==> config.mk <==
export PLATFORM = sky130hd
export DESIGN_NAME = plane_shifter
export DESIGN_NICKNAME = d
export VERILOG_FILES = /design/src/rtl/plane_shifter_pkg.sv /design/src/rtl/plane_shifter_ctl.sv /design/src/rtl/plane_shifter_dp.sv /design/src/rtl/plane_shifter.sv
export SDC_FILE = /design/constraint.sdc
export NUM_CORES = 1
export LEC_CHECK = 0
export BUFFER_PORTS_ARGS = -buffer_cell sky130_fd_sc_hd__buf_2
export CAP_MARGIN = 30
export CORE_MARGIN = 10
export CORE_UTILIZATION = 53
export CTS_BUF_LIST = sky130_fd_sc_hd__clkbuf_16
export DETAILED_ROUTE_END_ITERATION = 6
export GPL_TIMING_DRIVEN = 0
export PLACE_DENSITY = 0.9
export RECOVER_POWER = 100
export SLEW_MARGIN = 30
export SYNTH_ARGS = -nofsm -noshare
export SYNTH_HDL_FRONTEND = slang
export SYNTH_SLANG_ARGS = --single-unit
==> constraint.sdc <==
create_clock -name clk -period 0.8 [get_ports clk]
set_input_delay 0 -clock clk [delete_from_list [all_inputs] [get_ports clk]]
set_output_delay 0 -clock clk [all_outputs]
set_load 0.02 [all_outputs]
==> src/rtl/plane_shifter_pkg.sv <==
package plane_shifter_pkg;

  // Strobes the control half hands to the shift datapath each cycle.
  typedef struct packed {
    logic load;    // capture all plane bytes
    logic shift;   // advance every register by one pixel
    logic selRev;  // drive outputs from the bit-reversed registers
  } shiftCtl_t;

endpackage

==> src/rtl/plane_shifter_ctl.sv <==
module plane_shifter_ctl
  import plane_shifter_pkg::*;
#(
  parameter int CELL_W = 10,
  parameter int LINE_W = 3,
  parameter int HI_W   = 3
) (
  input  logic              loadIn,
  input  logic              flip,
  input  logic [CELL_W-1:0] cellAddrIn,
  input  logic [LINE_W-1:0] lineIn,
  output shiftCtl_t         ctl,
  output logic [CELL_W-1:0] cellAddrOut,
  output logic [LINE_W-1:0] lineOut
);

  localparam int LO_W = CELL_W - HI_W;

  logic [CELL_W-1:0] invAddr;
  logic [HI_W-1:0]   hiAdj;

  always_comb begin
    ctl.load   = loadIn;
    ctl.shift  = !loadIn;
    ctl.selRev = flip;
  end

  // Inversion mirrors the fetch order; the carry into the top field
  // realigns the mirrored rows with the visible window.
  always_comb begin
    invAddr     = cellAddrIn ^ {CELL_W{flip}};
    hiAdj       = invAddr[CELL_W-1 -: HI_W] + HI_W'(flip);
    cellAddrOut = {hiAdj, invAddr[LO_W-1:0]};
    lineOut     = lineIn ^ {LINE_W{flip}};
  end

endmodule

==> src/rtl/plane_shifter_dp.sv <==
module plane_shifter_dp
  import plane_shifter_pkg::*;
#(
  parameter int PLANES = 4,
  parameter int PIX_W  = 8
) (
  input  logic                    clk,
  input  logic                    rstN,
  input  shiftCtl_t               ctl,
  input  logic [PLANES*PIX_W-1:0] planeBytes,
  output logic [PLANES-1:0]       serOut
);

  localparam int MSB = PIX_W - 1;

  for (genvar p = 0; p < PLANES; p++) begin : g_plane
    logic [PIX_W-1:0] inByte;
    logic [PIX_W-1:0] inRev;
    logic [PIX_W-1:0] normReg;
    logic [PIX_W-1:0] revReg;

    assign inByte = planeBytes[p*PIX_W +: PIX_W];

    for (genvar b = 0; b < PIX_W; b++) begin : g_rev
      assign inRev[b] = inByte[MSB-b];
    end

    always_ff @(posedge clk or negedge rstN) begin
      if (!rstN) begin
        normReg <= '0;
        revReg  <= '0;
      end else if (ctl.load) begin
        normReg <= inByte;
        revReg  <= inRev;
      end else if (ctl.shift) begin
        normReg <= {normReg[MSB-1:0], 1'b0};
        revReg  <= {revReg[MSB-1:0], 1'b0};
      end
    end

    assign serOut[p] = ctl.selRev ? revReg[MSB] : normReg[MSB];
  end

endmodule

==> src/rtl/plane_shifter.sv <==
module plane_shifter
  import plane_shifter_pkg::*;
#(
  parameter int PLANES = 4,
  parameter int PIX_W  = 8,
  parameter int COL_W  = 5,
  parameter int ROW_W  = 5,
  parameter int LINE_W = 3,
  parameter int HI_W   = 3,
  localparam int CELL_W = COL_W + ROW_W
) (
  input  logic                    clk,
  input  logic                    rstN,
  input  logic                    loadIn,
  input  logic                    flip,
  input  logic [PLANES*PIX_W-1:0] planeBytes,
  output logic [PLANES-1:0]       serOut,
  input  logic [CELL_W-1:0]       cellAddrIn,
  input  logic [LINE_W-1:0]       lineIn,
  output logic [CELL_W-1:0]       cellAddrOut,
  output logic [LINE_W-1:0]       lineOut
);

  shiftCtl_t ctl;

  plane_shifter_ctl #(
    .CELL_W(CELL_W), .LINE_W(LINE_W), .HI_W(HI_W)
  ) i_ctl (
    .loadIn(loadIn), .flip(flip), .cellAddrIn(cellAddrIn), .lineIn(lineIn),
    .ctl(ctl), .cellAddrOut(cellAddrOut), .lineOut(lineOut)
  );

  plane_shifter_dp #(
    .PLANES(PLANES), .PIX_W(PIX_W)
  ) i_dp (
    .clk(clk), .rstN(rstN), .ctl(ctl), .planeBytes(planeBytes), .serOut(serOut)
  );

endmodule

## Word-level counts from Yosys, hierarchy flattened

Cells that the tools add are included.
W data, S select, Z words.

- Output and inout bits: 17
- Register bits after elaboration: 64

- Bitwise gates (word level): 2
- Multiplexer cells: 12
- Add/sub/neg operators: 1

Operators by type and width:

| kind | number |
|---|---|
| $mux W8 | 8 |
| $xor A10 B10 Y10 | 1 |
| $mux W1 | 4 |
| $add A3 B1 Y3 | 1 |
| $xor A3 B3 Y3 | 1 |

## Longest topological paths before layout

- Word-level depth: 2
- Depth in mapped cells: 4
- Mapped depth without buffers: 4

## By module

A second synthesis with hierarchy kept.

- Cell total of the unflattened synthesis: 240
- Area, all modules: 3485.8 µm²

Modules (own cells, without submodules):

| module | times used | sequential area each (µm²) | area an instance (µm²) | cells each |
|---|---|---|---|---|
| plane_shifter_dp | 1 | 1601.5 | 3286.9 | 219 |
| plane_shifter_ctl | 1 | 0.0 | 198.9 | 21 |

## Worst setup path before layout

No wires, ideal clock.

- Kind: input to output
- Start point: in flip
- End point: out cellAddrOut[9]
- Cell stages on the path: 4
- Buffers on the path: 1
- Required time: 0.800 ns
- Path slack: -0.001 ns
- Arrival: 0.801 ns
- Cell sequence: buf_4 -> xor2_1 -> ha_1 -> xor3_1

- Longest elaborated chain between the ends: 2

Ends and longest elaborated chain:

| what | line | RTL |
|---|---|---|
| start: declaration | plane_shifter.sv:15 | `input logic flip,` |
| $xor A10 B10 Y10 | plane_shifter_ctl.sv:31 | `invAddr = cellAddrIn ^ {CELL_W{flip}};` |
| $add A3 B1 Y3 (*) | plane_shifter_ctl.sv:32 | `hiAdj = invAddr[CELL_W-1 -: HI_W] + HI_W'(flip);` |
| end: declaration | plane_shifter.sv:20 | `output logic [CELL_W-1:0] cellAddrOut,` |

Mark *: on every way between the ends. The rest lies on a longest branch, timed or not.

## Worst setup path after layout

- Start point: reg i_dp.g_plane[0].normReg[7]
- End point: out serOut[0]

- Longest elaborated chain between the ends: 1

Ends and longest elaborated chain:

| what | line | RTL |
|---|---|---|
| start: declaration | plane_shifter_dp.sv:19 | `logic [PIX_W-1:0] normReg;` |
| start signal: assignment | plane_shifter_dp.sv:33 | `normReg <= inByte;` |
| start signal: assignment | plane_shifter_dp.sv:36 | `normReg <= {normReg[MSB-1:0], 1'b0};` |
| $mux W1 | plane_shifter_dp.sv:41 | `assign serOut[p] = ctl.selRev ? revReg[MSB] : normReg[MSB];` |
| end: declaration | plane_shifter.sv:17 | `output logic [PLANES-1:0] serOut,` |

No other way between the ends.

==> out/metrics.cfg <==
[run_status]
outcome=complete, but fails checks
violations=negative hold slack, negative setup slack

[synthesis]
synthAdderAreaFrac_pct=0.8881
synth_xor_area_share_pct=4.574
yosysSeqAreaShare_pct=56.84
yosysWarnings=0
syn-instance-count=157
synth-simple-area-share_pct=1.776
synth.area.mux_share_pct=30.91
synth_area_leaders=dfrtp_1 57%, mux2_4 28%, buf_12 3.6%
synthTopCellsByCount=64 x dfrtp_1, 52 x mux2_4, 11 x xor2_1
netlist_area_um2=2818
async_reset_ff_share_pct=100.0
synth_compound_area_share_pct=0
ys.flop_type=dfrtp_1
synth_top_family_by_area=multiplexers
yosysMostFrequentCell=dfrtp_1
synth_top_cell_area_share_pct=56.84
yosys.area.top_type=dfrtp_1
synth-seq-cells=64
synth_cell_type_count=12
syn-mean-instance-area_um2=17.95
synth_nets=208
synth_edf_count=0

[placed_design]
gp_congestion=0.7634
dpl_cell_area_um2=3229
io_buffers=64
place_hpwl_um=3733

[power_and_ir_drop]
leakage_nw=1.858
power.total_mw=8.577
power.density_nw_per_um2=2212
peakVddDrop_mv=1.718

[route]
vias_per_cell=4.781
vias=1640
drtAntennaViolNets=0
routedWlPerCell_um=17.64
dr.pass1.iters=4
drc=0
wl_um=6052
drt-initial-drc-count=64

[finish]
fin_nets=320
area_delta_synth_final_pct=37.61
drive_above_1_share_pct=41.76
diodes=0
fin_util_pct=75.44
final_area_um2=3877

[clock_network]
cts.htree.levels=3
clk_latency_ns=0.32
cts_buffer_depth=2
root_buffer=clkbuf_16
clk_pin_slew_ns=0.05
cts_buffers=9
cts_tree=done
hold_buffers=32
cts_num_sinks=64

[global_route]
grt_pass1_vias=1929
grt_max_degree=65
overflow=0
grt_pass1_wl_um=9708
grt_usage_pct=14.78
antenna_found_initial=0

[die]
die_y_um=92.92
coreArea_um2=5140
die_w_um=92.92
io_pins=66
rows=26
initial_utilization_pct=54.82
die-area_um2=8633

[sta]
skew_ns=0.008176
slew_viol_final=0
hold_viol=64
fmax_mhz=917.3
hold_slack_ns=-0.1836
setup-violations-final=15
maxSlewHeadroom_pct=43.16
min_period_ns=1.090
timing.final.ws_setup_ns=-0.2901
tightestPinTransition_ns=0.8525
fin_crit_sh_pct=136.3
grt_setup_unrepaired=true

[critical_path]
start_kind=flop
cp.required_ns=0.80
cp.arrival_ns=1.09
end_kind=output port
reg2regPathDepth=1
cp_max_fo=1
critPathKind=reg2out

[run]
cap_violations=0

[min_path]
hp-class=in2async

cells by family (layout without fill, tap and decap cells):
kind of cell             count (synthesis)  after routing
flip-flops                              64             64
adder cells (fa/ha/maj)                  2              2
XOR/XNOR                                13             13
AND/OR/NAND/NOR                          8              8
buffers and inverters                   10            126
multiplexers                            60             60
path summary, 6_finish.rpt:
path,from,to,slack [ns]
max reg2reg,i_dp.g_plane[2].normReg[3],i_dp.g_plane[2].normReg[4],0.02
max,i_dp.g_plane[0].normReg[7],serOut[0],-0.29
min,rstN,i_dp.g_plane[1].normReg[2],-0.18
min reg2reg,i_dp.g_plane[0].normReg[5],i_dp.g_plane[0].normReg[6],0.45
max in group asynchronous,rstN,i_dp.g_plane[2].revReg[6],0.43
min in group clk,loadIn,i_dp.g_plane[0].normReg[3],0.05
through the flow:
step / worst slack [ns] / setup TNS, ns / cells
after floorplan: 0.02581 / 0 / 157
after global placement: -0.4326 / -27.76 / 291
after detailed placement: -0.2258 / -0.4581 / 291
after CTS: -0.2955 / -1.363 / 338
after global routing: -0.3288 / -2.556 / 343
final: -0.2901 / -2.093 / 343
where the power goes:
part           switching (mW)  internal [mW]  leakage [nW]  total, mW
combinational           0.572          0.783         0.950       1.35
clock                    1.27           2.35         0.141       3.61
sequential             0.0805           3.53         0.766       3.61
layout make-up:
cell class,instances,area (um2)
repair buffers,101,754.5
plain buffers,9,162.7
fillers,339,1262
multi-input cells,83,988.4
clock buffers,9,225.2
clock inverters,6,53.80
inverters,1,3.754
flip-flops and latches,64,1602
well taps,70,87.58
flip-flops by register name (all words and copies together), names as in the netlist:
register and count:
i_dp.g_plane.revReg 32, i_dp.g_plane.normReg 32
per-layer routing:
metal	vias to the layer above	track usage (%)	wire length, um
li1	755	-	-
met1	813	15.88	2449
met2	59	24.59	3104
met3	13	7.022	386
met4	0	5.913	112
met5	-	0	0
placed cells by master (no fill, tap or decap):
cell type and count:
buf_6 11, mux2_4 24, clkbuf_16 9, dlygate4sd3_1 32
clkbuf_2 1, bufinv_16 1, buf_4 12, ha_2 1
buf_8 1, clkbuf_1 8, mux2_2 4, xnor2_2 1
clkbuf_4 1, and2_1 8, buf_12 7, dfrtp_1 64
xor2_2 1, ha_1 1, mux2_1 32, clkinv_2 1
xor3_2 1, clkinv_1 1, buf_2 37, clkinvlp_4 1
xor2_1 10, inv_1 3
worst max-delay path, cell delays in order, from the launching register on:
cell	delay, ns
dfrtp_1	0.36
mux2_4	0.28
buf_6	0.13
timing repair:
| action | CTS | global route |
|---|---|---|
| hold endpoints to repair | 128 | 64 |
| setup endpoints to repair | 16 | 6 |
| gates resized for setup | 20 | 20 |
| buffers inserted | 0 | 5 |
| pin swaps | 0 | 12 |
| cloned | 0 | 0 |
No activity file was read; power rests on OpenSTA's default activity.
